$ cat config.mk
export PLATFORM = sky130hd
export DESIGN_NAME = addr_window_decoder
export DESIGN_NICKNAME = d
export VERILOG_FILES = /design/src/rtl/addr_window_decoder.sv
export SDC_FILE = /design/constraint.sdc
export NUM_CORES = 1
export LEC_CHECK = 0
export BUFFER_PORTS_ARGS = -buffer_cell sky130_fd_sc_hd__buf_2
export CORE_ASPECT_RATIO = 1.5
export CORE_MARGIN = 3
export CORE_UTILIZATION = 35
export DETAILED_ROUTE_END_ITERATION = 12
export MAX_ROUTING_LAYER = met4
export PLACE_DENSITY_LB_ADDON = 0.05
export SLEW_MARGIN = 20
export SYNTH_ARGS = -nofsm -noshare
export SYNTH_HDL_FRONTEND = slang
export SYNTH_SLANG_ARGS = --single-unit
$ cat constraint.sdc
create_clock -name clk -period 3.42 [get_ports clk]
set_input_delay 0.171 -clock clk [delete_from_list [all_inputs] [get_ports clk]]
set_output_delay 0.171 -clock clk [all_outputs]
set_load 0.02 [all_outputs]
$ cat src/rtl/addr_window_decoder.sv
module addr_window_decoder #(
  parameter int          NUM_WIN       = 8,
  parameter int          ADDR_W        = 48,
  parameter int          TID_W         = 4,
  parameter int          RST_W0_TID    = 14,
  parameter logic [31:0] RST_W0_BASE   = 32'h0000_0000,
  parameter logic [31:0] RST_W0_LAST   = 32'h0000_00F0
) (
  input  logic              clk,
  input  logic              rst_n,
  input  logic              cfg_wr,
  input  logic [8:0]        cfg_addr,
  input  logic [31:0]       cfg_wdata,
  output logic [31:0]       cfg_rdata,
  input  logic              dec_valid,
  input  logic [ADDR_W-21:0] dec_addr_mb,
  input  logic              dec_write,
  input  logic              dec_secure,
  output logic              out_valid,
  output logic [TID_W-1:0]  out_tid,
  output logic              out_hit,
  output logic              out_sec_err
);

  localparam int UNIT_W = ADDR_W - 20;
  localparam int IW     = $clog2(NUM_WIN);

  logic [NUM_WIN-1:0]             en_q, wg_q, rg_q;
  logic [NUM_WIN-1:0][TID_W-1:0]  tid_q;
  logic [NUM_WIN-1:0][UNIT_W-1:0] base_q, last_q;
  logic [TID_W-1:0]               fb_q;

  wire          aligned = (cfg_addr[1:0] == 2'b00);
  wire          in_win  = aligned && !cfg_addr[8] && (32'(cfg_addr[7:4]) < NUM_WIN);
  wire          is_fb   = (cfg_addr == 9'h100);
  wire [IW-1:0] widx    = cfg_addr[IW+3:4];
  wire [1:0]    wreg    = cfg_addr[3:2];

  always_ff @(posedge clk or negedge rst_n) begin
    if (!rst_n) begin
      for (int i = 0; i < NUM_WIN; i++) begin
        en_q[i]   <= (i == 0);
        wg_q[i]   <= 1'b0;
        rg_q[i]   <= 1'b0;
        tid_q[i]  <= (i == 0) ? TID_W'(RST_W0_TID) : '0;
        base_q[i] <= (i == 0) ? RST_W0_BASE[4 +: UNIT_W] : '0;
        last_q[i] <= (i == 0) ? RST_W0_LAST[4 +: UNIT_W] : '0;
      end
      fb_q <= '0;
    end else if (cfg_wr) begin
      if (is_fb) fb_q <= cfg_wdata[TID_W-1:0];
      for (int i = 0; i < NUM_WIN; i++) begin
        if (in_win && widx == IW'(i)) begin
          case (wreg)
            2'd0: begin
              en_q[i]  <= cfg_wdata[0];
              tid_q[i] <= cfg_wdata[8 +: TID_W];
            end
            2'd1: begin
              wg_q[i] <= cfg_wdata[0];
              rg_q[i] <= cfg_wdata[1];
            end
            2'd2: base_q[i] <= cfg_wdata[4 +: UNIT_W];
            default: last_q[i] <= cfg_wdata[4 +: UNIT_W];
          endcase
        end
      end
    end
  end

  always_comb begin
    cfg_rdata = '0;
    if (in_win) begin
      case (wreg)
        2'd0: begin
          cfg_rdata[0]           = en_q[widx];
          cfg_rdata[8 +: TID_W]  = tid_q[widx];
        end
        2'd1: cfg_rdata[1:0] = {rg_q[widx], wg_q[widx]};
        2'd2: cfg_rdata[4 +: UNIT_W] = base_q[widx];
        default: cfg_rdata[4 +: UNIT_W] = last_q[widx];
      endcase
    end else if (is_fb) begin
      cfg_rdata[TID_W-1:0] = fb_q;
    end
  end

  logic          found;
  logic [IW-1:0] sel;
  always_comb begin
    found = 1'b0;
    sel   = '0;
    for (int i = NUM_WIN - 1; i >= 0; i--) begin
      if (en_q[i] && dec_addr_mb >= base_q[i] && dec_addr_mb <= last_q[i]) begin
        found = 1'b1;
        sel   = IW'(i);
      end
    end
  end

  wire             blocked = found && !dec_secure && (dec_write ? wg_q[sel] : rg_q[sel]);
  wire [TID_W-1:0] tid_d   = !found ? fb_q : (blocked ? '0 : tid_q[sel]);

  always_ff @(posedge clk or negedge rst_n) begin
    if (!rst_n) begin
      out_valid   <= 1'b0;
      out_tid     <= '0;
      out_hit     <= 1'b0;
      out_sec_err <= 1'b0;
    end else begin
      out_valid   <= dec_valid;
      out_tid     <= tid_d;
      out_hit     <= found && !blocked;
      out_sec_err <= blocked;
    end
  end

  assert_err_blocks_hit_R8: assert property (@(posedge clk) disable iff (!rst_n)
    out_sec_err |-> (!out_hit && out_tid == '0));

  assert_err_needs_nonsecure_R8: assert property (@(posedge clk) disable iff (!rst_n)
    dec_secure |=> !out_sec_err);

  assert_valid_latency_R9: assert property (@(posedge clk) disable iff (!rst_n)
    dec_valid |=> out_valid);

  assert_miss_uses_fallback_R4: assert property (@(posedge clk) disable iff (!rst_n)
    (!found) |=> (!out_hit && !out_sec_err && out_tid == $past(fb_q)));

  assert_base_kept_R6: assert property (@(posedge clk) disable iff (!rst_n)
    !(cfg_wr && in_win && wreg == 2'd2) |=> $stable(base_q));

  assert_last_kept_R6: assert property (@(posedge clk) disable iff (!rst_n)
    !(cfg_wr && in_win && wreg == 2'd3) |=> $stable(last_q));

endmodule

# ---- After elaboration in Yosys (flattened, before gate mapping)
# Index checks and enable logic that the tools add are counted.
dict set report word_totals {
  ff_bits 515
  wordCells 199
  in_bits 75
  out_inout_bits 39
}
dict set report classes {
  order_cmp 19
  muxes 46
  bitwise 1
  n_eq_ne 10
  reduce_logical 70
}
# op count
set ops {}
lappend ops {{>= comparator 28 bit} 8}
lappend ops {{<= comparator 28 bit} 8}
lappend ops {{binary-select mux 28 bit (select 3 bit)} 2}
lappend ops {{AND reduction 3 bit} 32}
lappend ops {{two-way mux 28 bit} 3}
lappend ops {{case mux 20 bit (2 select lines)} 1}
lappend ops {{logical AND 1 bit} 29}
lappend ops {{binary-select mux 4 bit (select 3 bit)} 2}
lappend ops {{two-way mux 3 bit} 8}
lappend ops {{two-way mux 4 bit} 5}
lappend ops {{binary-select mux 1 bit (select 3 bit)} 5}
lappend ops {{two-way mux 1 bit} 15}
lappend ops {{== test 3 bit, second input constant} 4}
lappend ops {{case mux 4 bit (3 select lines)} 1}
lappend ops {{== test 9 bit, second input constant} 1}
lappend ops {{< comparator 3 x 4 -> 1 bit, second input constant} 2}
lappend ops {{case mux 4 bit (2 select lines)} 1}
lappend ops {{== test 3 x 2 -> 1 bit, second input constant} 2}
lappend ops {{logical NOT 2 bit} 2}
lappend ops {{< comparator 4 bit, second input constant} 1}
lappend ops {{two-way mux 2 bit} 2}
lappend ops {{== test 3 x 1 -> 1 bit, second input constant} 1}
lappend ops {{logical NOT 1 bit} 3}
lappend ops {{logical NOT 3 bit} 1}
lappend ops {{other kinds (7)} 7}

# ---- Longest topological paths before layout
# Gate-level depths: netlist of the first run.
dict set report depth {
  ltp_word 17
  mapped_depth 16
  depth_no_buf 14
}

# ---- Worst setup path before layout of the first run
# No wires, ideal clock.
dict set report synth_path {
  path_kind {input port to flip-flop}
  from {in dec_addr_mb[0]}
  to {reg out_tid[2]}
  t_arrival_ps 3323
  path_buffers 0
  cell_stages 14
  setup_slack_ps -35
  setup_ps 132
  t_required_ps 3288
  path_cell_list {inv_1 > ha_1 > nand2b_1 > a2111oi_0 > o41ai_1 > a221oi_1 > o211ai_1 > and2_1 > a211oi_2 > a211oi_4 > or3_1 > a311oi_2 > o211a_4 > o41ai_2}
}
dict set report synth_via {
  elab_chain_cells 17
  elab_cells_between_ends 59
  classes_between {order compare: 16; mux: 25; reduce/logical: 18}
}
# item line_no
set synth_lines {}
lappend synth_lines {{from (decl)} 16} ;# input logic [ADDR_W-21:0] dec_addr_mb,
lappend synth_lines {{>= comparator 28 bit} 94} ;# if (en_q[i] && dec_addr_mb >= base_q[i] && dec_addr_mb <= last_q[i]) begin
lappend synth_lines {{logical AND 1 bit (2 in a row)} 94}
lappend synth_lines {{two-way mux 3 bit (8 in a row)} 94}
lappend synth_lines {{binary-select mux 1 bit (select 3 bit)} 101} ;# wire blocked = found && !dec_secure && (dec_write ? wg_q[sel] : rg_q[sel]);
lappend synth_lines {{two-way mux 1 bit (not written as such)} 101}
lappend synth_lines {{two-way mux 1 bit} 101}
lappend synth_lines {{logical AND 1 bit} 101}
lappend synth_lines {{two-way mux 4 bit} 102} ;# wire [TID_W-1:0] tid_d = !found ? fb_q : (blocked ? '0 : tid_q[sel]);
lappend synth_lines {{two-way mux 4 bit (*)} 102}
lappend synth_lines {{net tid_d[2]} 102}
lappend synth_lines {{to (signal assigned)} 112} ;# out_tid <= tid_d;
lappend synth_lines {{to (decl)} 20} ;# output logic [TID_W-1:0] out_tid,
# The timed path passes the listed nets; every way through them passes the cells marked *. The select of a mux whose other input is x is not followed.
# A chain may end at the register's enable or synchronous reset.

# ---- Worst setup path after layout of the first run
dict set report layout_path {
  from {reg base_q[142] (netlist name)}
  to {reg out_sec_err}
}
dict set report layout_via {
  elab_chain_cells 13
  elab_cells_between_ends 22
  classes_between {order compare: 1; mux: 17; reduce/logical: 4}
}
# item line_no
set layout_lines {}
lappend layout_lines {{from (decl)} 30} ;# logic [NUM_WIN-1:0][UNIT_W-1:0] base_q, last_q;
lappend layout_lines {{from (signal, indexed assignment)} 46} ;# base_q[i] <= (i == 0) ? RST_W0_BASE[4 +: UNIT_W] : '0;
lappend layout_lines {{from (signal, indexed assignment)} 63} ;# 2'd2: base_q[i] <= cfg_wdata[4 +: UNIT_W];
lappend layout_lines {{>= comparator 28 bit (*)} 94}
lappend layout_lines {{logical AND 1 bit (*) (2 in a row)} 94}
lappend layout_lines {{two-way mux 3 bit (6 in a row)} 94}
lappend layout_lines {{binary-select mux 1 bit (select 3 bit)} 101}
lappend layout_lines {{two-way mux 1 bit (not written as such)} 101}
lappend layout_lines {{two-way mux 1 bit} 101}
lappend layout_lines {{logical AND 1 bit (*)} 101}
lappend layout_lines {{net blocked} 101}
lappend layout_lines {{to (signal assigned)} 114} ;# out_sec_err <= blocked;
lappend layout_lines {{to (decl)} 22} ;# output logic out_sec_err
# Marked as above.

==> Flow_metrics.wiki, run 1 <==
{| class="wikitable"
! Metric !! Value
|-
| Initial antenna violation count || 4
|-
| Simple-Gate Fraction of Synth Area || 10.22%
|-
| Buffers from clock root to sink, at most || 3
|-
| Overall die area || 102600 µm²
|-
| Clock Latency Late Sink || 650 ps
|-
| Growth of design area from synthesis to finish || 29.46%
|-
| Share of the synthesized area in the top cell type || 36.71%
|-
| Iteration-0 DRC count of the detailed router || 1845
|-
| Post-detailed-route count of antenna-violating nets || 0
|-
| Number of placement rows || 140
|-
| Aggregate global routing overflow || 0
|-
| # setup viols final || 6
|-
| Compound-gate portion of the synthesized area || 13.06%
|-
| Fraction of the yosys area taken by sequential cells || 37.32%
|-
| Commonest non-fill, non-tap cell in the layout || sky130_fd_sc_hd__buf_4
|-
| Depth of the worst register-to-register path || 17
|-
| Violations in the final reports || negative setup slack
|-
| Nets@finish || 4716
|-
| Post-route setup slack || -527.3 ps
|-
| Clock tree from TritonCTS || yes
|-
| Count of pins on the block boundary || 114
|-
| Critical path class || flip-flop to flip-flop
|-
| Tightest hold margin || 21.43 ps
|-
| Layout cell share with drive strength beyond 1 || 31.68%
|-
| RSZ-0062 raised after global routing || true
|-
| Fin crit share || 115.4%
|-
| Area of the multi-input gates || 20240 µm²
|-
| IR drop worst, VDD || 0.0003944 V
|-
| Count of TritonRoute iterations in the first routing pass || 5
|-
| GR Util All Layers || 27.85%
|-
| Die X || 262.6 µm
|-
| Post-Route Setup TNS || -2930 ps
|-
| Area share of fa/ha/maj cells after synthesis || 16.22%
|-
| End-of-flow core utilization || 45.86%
|-
| Cell type with the largest total area after synthesis || sky130_fd_sc_hd__dfrtp_1
|-
| Standard cell core area || 97570 µm²
|-
| Top_reg_cell synth || sky130_fd_sc_hd__dfrtp_1
|-
| Number of vias per cell after detailed routing || 5.328
|-
| Endpoint class of the critical path || flip-flop
|-
| Post-synthesis cell area || 34560 µm²
|-
| Via count || 29430
|-
| Largest net degree at the start of global routing || 136
|-
| Max-slew headroom at the worst pin || 41.22%
|-
| Multiplexer fraction of the synthesized cell area || 16.62%
|-
| Power per cell area || 368.3 nW/µm²
|-
| Reported max-cap violation count || 0
|-
| Warnings, synthesis || 0
|-
| Number of synthesized flops with an enable pin || 0
|-
| Die extent in y || 390.9 µm
|-
| Syn Inst Count || 3486
|-
| Fin Clk Skew || 12.97 ps
|-
| Clock transition at the register clock pins on the worst setup and hold paths after CTS || 60 ps
|-
| Per-instance average area after synthesis || 9.914 µm²
|-
| Final max-slew violation count || 0
|-
| Startpoint type of the worst setup path || flip-flop
|-
| Minimum clock period || 3947 ps
|-
| Cell at the root of the clock tree || sky130_fd_sc_hd__clkbuf_16
|-
| Global-route wire length before repair || 206.4 mm
|-
| Effective utilization at floorplan || 35.42%
|-
| FF+latch count, synth || 515
|-
| Clock sink total || 515
|-
| Synth Net Count || 4009
|-
| Max frequency || 0.2533 GHz
|-
| Number of global-route vias before repair || 31420
|-
| Largest family of logic cells by synthesized area || multiplexers
|-
| Per-cell routed wire length || 25.38 µm
|-
| Final-report hold violation count || 0
|-
| Hold crit path type || input pin to async pin
|-
| Seq. cell area || 12900 µm²
|-
| Fillers || 9237
|-
| WP data arrival || 4480 ps
|-
| Parity-gate share of the synthesized area counting xor and xnor cells || 0%
|-
| Ys async rst share || 100.0%
|-
| Count of buffers from port buffering || 113
|-
| Number of H-tree levels || 2
|-
| Setup slack after placement || -1473 ps
|-
| Total wirelength of the detailed-routed design || 140.2 mm
|-
| Routability congestion estimate || 0.9407
|-
| Post-layout total power || 16.48 mW
|-
| Static leakage power || 21.98 nW
|-
| Required time reported for the critical path endpoint || 3950 ps
|-
| Number of CTS-inserted buffers || 59
|-
| Slew at the pin with the worst max-slew slack || 881.8 ps
|-
| DRC errors left || 0
|-
| Number of distinct standard cells referenced by the synthesized netlist || 84
|-
| Leading cell types by total area after synthesis || sky130_fd_sc_hd__dfrtp_1 37%, sky130_fd_sc_hd__ha_1 16%, sky130_fd_sc_hd__mux4_2 8.2%
|-
| Status || finished, violations left
|-
| Post-DP HPWL || 106.1 mm
|-
| Commonest cells after routing, fill and taps aside || 624 x sky130_fd_sc_hd__buf_4, 507 x sky130_fd_sc_hd__dfrtp_1, 438 x sky130_fd_sc_hd__ha_1
|-
| Maximum fanout encountered on the critical timing path || 4
|}
[sequential cells by signal, summed over array words and instances (netlist names)]
register and count:
base_q 224, en_q 8, fb_q 4, last_q 224, out_hit 1, out_sec_err 1
out_tid 4, out_valid 1, rg_q 8, tid_q 32, wg_q 8
[worst paths after layout]
path / from / to / slack [ps]
min in group clk: dec_secure / out_hit$_DFF_PN0_ / 50
max: base_q[142]$_DFFE_PN0P_ / out_sec_err$_DFF_PN0_ / -530
max in group asynchronous: rst_n / last_q[193]$_DFFE_PN0P_ / 2130
max reg2reg: base_q[142]$_DFFE_PN0P_ / out_sec_err$_DFF_PN0_ / -530
min reg2reg: tid_q[14]$_DFFE_PN0P_ / tid_q[14]$_DFFE_PN0P_ / 540
min: rst_n / base_q[39]$_DFFE_PN0P_ / 20
[per-layer routing]
| layer | global-route usage (%) | share of wire (%) |
|---|---|---|
| met1 | 29.92 | 38 |
| met2 | 52.14 | 54 |
| met3 | 2.144 | 3.0 |
| met4 | 12.56 | 5.4 |
| met5 | - | 0 |
[cells by family after synthesis]
logic type,count (synthesis)
AO/OA/AOI/OAI,747
adder cells (fa/ha/maj),448
buffers and inverters,602
flip-flops,515
multiplexers,392
AND/OR/NAND/NOR,782
[metrics by stage]
stage / area, µm² / instances
floorplan: 34570 / 3486
global placement: 41350 / 5352
detailed placement: 41360 / 5353
CTS: 44500 / 5516
global route: 44740 / 5523
finish: 44740 / 5524
[critical path, cell delays in order, from the launching register on]
cell and delay, ps:
sky130_fd_sc_hd__dfrtp_1 390, sky130_fd_sc_hd__inv_2 90, sky130_fd_sc_hd__ha_4 200, sky130_fd_sc_hd__a211o_1 280
sky130_fd_sc_hd__a31oi_4 250, sky130_fd_sc_hd__o41ai_4 160, sky130_fd_sc_hd__a221oi_4 590, sky130_fd_sc_hd__o21ai_2 100
sky130_fd_sc_hd__a21boi_4 170, sky130_fd_sc_hd__buf_6 140, sky130_fd_sc_hd__buf_4 150, sky130_fd_sc_hd__a31oi_2 210
sky130_fd_sc_hd__nor3b_1 80, sky130_fd_sc_hd__a221o_1 290, sky130_fd_sc_hd__a31o_1 200, sky130_fd_sc_hd__o211a_4 260
sky130_fd_sc_hd__buf_6 120, sky130_fd_sc_hd__and2b_1 140
[power breakdown]
| part | switching (mW) | total (mW) | internal (mW) |
|---|---|---|---|
| clock | 2.89 | 6.96 | 4.07 |
| combinational | 1.69 | 3.03 | 1.34 |
| sequential | 0.147 | 6.49 | 6.34 |
| total | 4.73 | 16.5 | 11.8 |
[Yosys cell counts (18+ instances only)]
| master | count |
|---|---|
| sky130_fd_sc_hd__nand4_1 | 68 |
| sky130_fd_sc_hd__o22a_1 | 25 |
| sky130_fd_sc_hd__dfrtp_1 | 507 |
| sky130_fd_sc_hd__nor3_1 | 19 |
| sky130_fd_sc_hd__nand2_1 | 436 |
| sky130_fd_sc_hd__nor2b_1 | 25 |
| sky130_fd_sc_hd__mux4_2 | 126 |
| sky130_fd_sc_hd__a21o_1 | 32 |
| sky130_fd_sc_hd__nor2_1 | 105 |
| sky130_fd_sc_hd__mux2_2 | 195 |
| sky130_fd_sc_hd__nand3_1 | 51 |
| sky130_fd_sc_hd__ha_1 | 448 |
| sky130_fd_sc_hd__o21ai_0 | 371 |
| sky130_fd_sc_hd__a21oi_1 | 146 |
| sky130_fd_sc_hd__mux2i_1 | 71 |
| sky130_fd_sc_hd__buf_1 | 18 |
| sky130_fd_sc_hd__clkbuf_1 | 135 |
| sky130_fd_sc_hd__inv_1 | 444 |
[layout make-up]
class | instances | share of cell area (%)
clock buffer | 88 | 4.018
sequential | 515 | 28.83
tap | 1278 | 3.574
timing repair buffer | 804 | 13.97
multi-input combinational | 2369 | 45.24
inverter | 444 | 3.733
clock inverter | 23 | 0.6292
antenna | 3 | 0.01678
[what timing repair did]
action / in CTS / in global routing
gates resized for setup: 110 / 41
setup buffers: 22 / 8
setup endpoints to repair: 6 / 6
endpoints found under the hold margin: 546 / 0
gates cloned: 0 / 0
hold buffers: 32 / 0
pin swaps: 48 / 21
Note: power is estimated with default switching activity, not from simulation.
==> inputs of run 2 (changes only) <==
- CORE_UTILIZATION: 35 -> 58
==> run 2 against run 1 <==
Critical path type unchanged; clock-buffer cell count fell by 10; the run still ends with negative setup slack left; largest power group is now sequential cells; final cell count fell by 11%; clock power fell by 11%; flip-flop and latch count did not move; critical endpoint is now out_tid[2]$_DFF_PN0_.
==> Flow_metrics.wiki, run 2 (synthesis results as in run 1) <==
{| class="wikitable"
! Metric !! Value
|-
| Clock sink total || 515 (unchanged)
|-
| Startpoint of the worst-slack reg-to-reg timing path || base_q[119]$_DFFE_PN0P_ (was base_q[142]$_DFFE_PN0P_)
|-
| Aggregate global routing overflow || 0 (unchanged)
|-
| Buffers from clock root to sink, at most || 3 (unchanged)
|-
| Registers with the most flip-flops || base_q (224), last_q (224), tid_q (32) (unchanged)
|-
| Number of placement rows || 109 (was 140)
|-
| IR drop worst, VDD || 0.0004395 V (was 0.0003944 V)
|-
| Post-route setup slack || -500.1 ps (was -527.3 ps)
|-
| Post-DP HPWL || 97.39 mm (was 106.1 mm)
|-
| Routability congestion estimate || 1.022 (was 0.9407)
|-
| WP data arrival || 4440 ps (was 4480 ps)
|-
| # setup viols final || 6 (unchanged)
|-
| Initial antenna violation count || 0 (was 4)
|-
| Die X || 205.3 µm (was 262.6 µm)
|-
| Violations in the final reports || negative setup slack (unchanged)
|-
| Minimum clock period || 3920 ps (was 3947 ps)
|-
| Count of TritonRoute iterations in the first routing pass || 6 (was 5)
|-
| Static leakage power || 21.37 nW (was 21.98 nW)
|-
| Count of pins on the block boundary || 114 (unchanged)
|-
| Per-cell routed wire length || 26.82 µm (was 25.38 µm)
|-
| Post-detailed-route count of antenna-violating nets || 0 (unchanged)
|-
| Placed instance area || 39980 µm² (was 41360 µm²)
|-
| Clock tree from TritonCTS || yes (unchanged)
|-
| Critical path class || flip-flop to flip-flop (unchanged)
|-
| Endpoint class of the critical path || flip-flop (unchanged)
|-
| Fin Clk Skew || 21.80 ps (was 12.97 ps)
|-
| Number of H-tree levels || 2 (unchanged)
|-
| Via count || 30680 (was 29430)
|-
| Number of vias per cell after detailed routing || 6.243 (was 5.328)
|-
| Commonest non-fill, non-tap cell in the layout || sky130_fd_sc_hd__buf_4 (unchanged)
|-
| Slew at the pin with the worst max-slew slack || 875.2 ps (was 881.8 ps)
|-
| Nets@finish || 4617 (was 4716)
|-
| Final max-slew violation count || 0 (unchanged)
|-
| Largest net degree at the start of global routing || 95 (was 136)
|-
| Power per cell area || 361.6 nW/µm² (was 368.3 nW/µm²)
|-
| Number of global-route vias before repair || 32340 (was 31420)
|-
| Maximum fanout encountered on the critical timing path || 5 (was 4)
|-
| Final-report hold violation count || 0 (unchanged)
|-
| Standard cell core area || 58920 µm² (was 97570 µm²)
|-
| Effective utilization at floorplan || 58.66% (was 35.42%)
|-
| Fin crit share || 114.6% (was 115.4%)
|-
| Startpoint type of the worst setup path || flip-flop (unchanged)
|-
| Total wirelength of the detailed-routed design || 131.8 mm (was 140.2 mm)
|-
| Commonest cells after routing, fill and taps aside || 526 x sky130_fd_sc_hd__buf_4, 506 x sky130_fd_sc_hd__dfrtp_1, 430 x sky130_fd_sc_hd__nand2_1, 430 x sky130_fd_sc_hd__ha_1, 426 x sky130_fd_sc_hd__inv_1 (was 624 x sky130_fd_sc_hd__buf_4, 507 x sky130_fd_sc_hd__dfrtp_1, 438 x sky130_fd_sc_hd__ha_1)
|-
| Growth of design area from synthesis to finish || 25.08% (was 29.46%)
|-
| DRC errors left || 0 (unchanged)
|-
| Max-slew headroom at the worst pin || 41.65% (was 41.22%)
|-
| RSZ-0062 raised after global routing || true (unchanged)
|-
| Setup slack after placement || -1220 ps (was -1473 ps)
|-
| Global-route wire length before repair || 194.8 mm (was 206.4 mm)
|-
| Status || finished, violations left (unchanged)
|-
| Die extent in y || 305.0 µm (was 390.9 µm)
|-
| Clock transition at the register clock pins on the worst setup and hold paths after CTS || 70 ps (was 60 ps)
|-
| Post-Route Setup TNS || -2594 ps (was -2930 ps)
|-
| Clock Latency Late Sink || 650 ps (about the same)
|-
| Cell at the root of the clock tree || sky130_fd_sc_hd__clkbuf_16 (unchanged)
|-
| Hold crit path type || input pin to flip-flop (was input pin to async pin)
|-
| Design area || 43230 µm² (was 44740 µm²)
|-
| Required time reported for the critical path endpoint || 3940 ps (was 3950 ps)
|-
| Max frequency || 0.2551 GHz (was 0.2533 GHz)
|-
| Overall die area || 62610 µm² (was 102600 µm²)
|-
| Number of CTS-inserted buffers || 54 (was 59)
|-
| Layout cell share with drive strength beyond 1 || 30.25% (was 31.68%)
|-
| Iteration-0 DRC count of the detailed router || 2394 (was 1845)
|-
| Setup slack of the most critical reg-to-reg path || -500 ps (was -530 ps)
|-
| Critical hold path startpoint || cfg_wdata[11]
|-
| Reported max-cap violation count || 0 (unchanged)
|-
| GR Util All Layers || 43.11% (was 27.85%)
|-
| Count of buffers from port buffering || 113 (unchanged)
|-
| Worst Setup SP || base_q[119]$_DFFE_PN0P_ (was base_q[142]$_DFFE_PN0P_)
|}
[run 2: cell count changes in the layout (fill, tap and decap cells not counted), moves of 6 or more]
cell,delta
sky130_fd_sc_hd__inv_1,-9
sky130_fd_sc_hd__ha_1,-8
sky130_fd_sc_hd__clkbuf_8,-9
sky130_fd_sc_hd__inv_2,+9
sky130_fd_sc_hd__ha_4,+10
sky130_fd_sc_hd__o21ai_2,-6
sky130_fd_sc_hd__a221oi_2,+6
sky130_fd_sc_hd__buf_4,-98
[run 2: per-stage QoR]
step	power (mW)	cells	utilization (%)	hold WS, ps
after floorplan	7.888	3486	-	-124.6
after global placement	9.211	4751	67.86	280.0
after detailed placement	9.314	4751	67.86	285.6
after CTS	15.53	4894	72.39	37.13
after global routing	16.15	4913	73.37	71.57
final	15.63	4914	73.38	74.48
[run 2: worst max-delay path: stages, from the launching register on]
cell                       delay, ps
sky130_fd_sc_hd__dfrtp_1         340
sky130_fd_sc_hd__inv_2           100
sky130_fd_sc_hd__ha_1            320
sky130_fd_sc_hd__nand2_1         130
sky130_fd_sc_hd__o41ai_4         530
sky130_fd_sc_hd__a221oi_2        140
sky130_fd_sc_hd__buf_4           180
sky130_fd_sc_hd__o21ai_2         300
sky130_fd_sc_hd__and2_4          230
sky130_fd_sc_hd__buf_4           140
sky130_fd_sc_hd__nor3_1           60
sky130_fd_sc_hd__a221oi_2        240
sky130_fd_sc_hd__buf_4           200
sky130_fd_sc_hd__buf_8           140
sky130_fd_sc_hd__mux2_2          350
sky130_fd_sc_hd__nor3b_2         260
sky130_fd_sc_hd__o41ai_4         120
[run 2: routing by layer]
metal	global-route usage (%)	wire [µm]	vias to the layer above	share of wire (%)
li1	-	-	13560	-
met1	45.04	44180	15140	34
met2	70.06	64370	1434	49
met3	7.554	8954	547	6.8
met4	36.47	14280	0	11
met5	-	0	-	0
[run 2: timing repair]
action,4_1_cts,5_1_grt
cloned,0,1
pin swaps,28,39
hold endpoints to repair,375,0
resized for setup,83,84
buffers inserted,11,18
hold buffers,35,0
setup endpoints to repair,6,6
[run 2: area by class of cell]
| type | count | area (µm²) |
|---|---|---|
| clock inverter | 20 | 195.2 |
| inverter | 444 | 1670 |
| clock buffer | 78 | 1605 |
| sequential | 515 | 12900 |
| fill | 4228 | 15690 |
| antenna | 1 | 2.502 |
| multi-input combinational | 2369 | 20340 |
| timing repair buffer | 710 | 5548 |
| tap | 777 | 972.2 |
[run 2: final timing paths]
check	end	depth (start not counted)
min reg2reg	tid_q[27]$_DFFE_PN0P_	1
min	base_q[91]$_DFFE_PN0P_	3
max	out_tid[2]$_DFF_PN0_	16
max in group asynchronous	fb_q[2]$_DFFE_PN0P_	3
max reg2reg	out_tid[2]$_DFF_PN0_	16
min in group asynchronous	base_q[9]$_DFFE_PN0P_	2
[run 2: power breakdown]
part | switching [mW] | internal [mW]
logic | 1.69 | 1.28
clock network | 2.68 | 3.48
registers | 0.156 | 6.34
total | 4.53 | 11.1
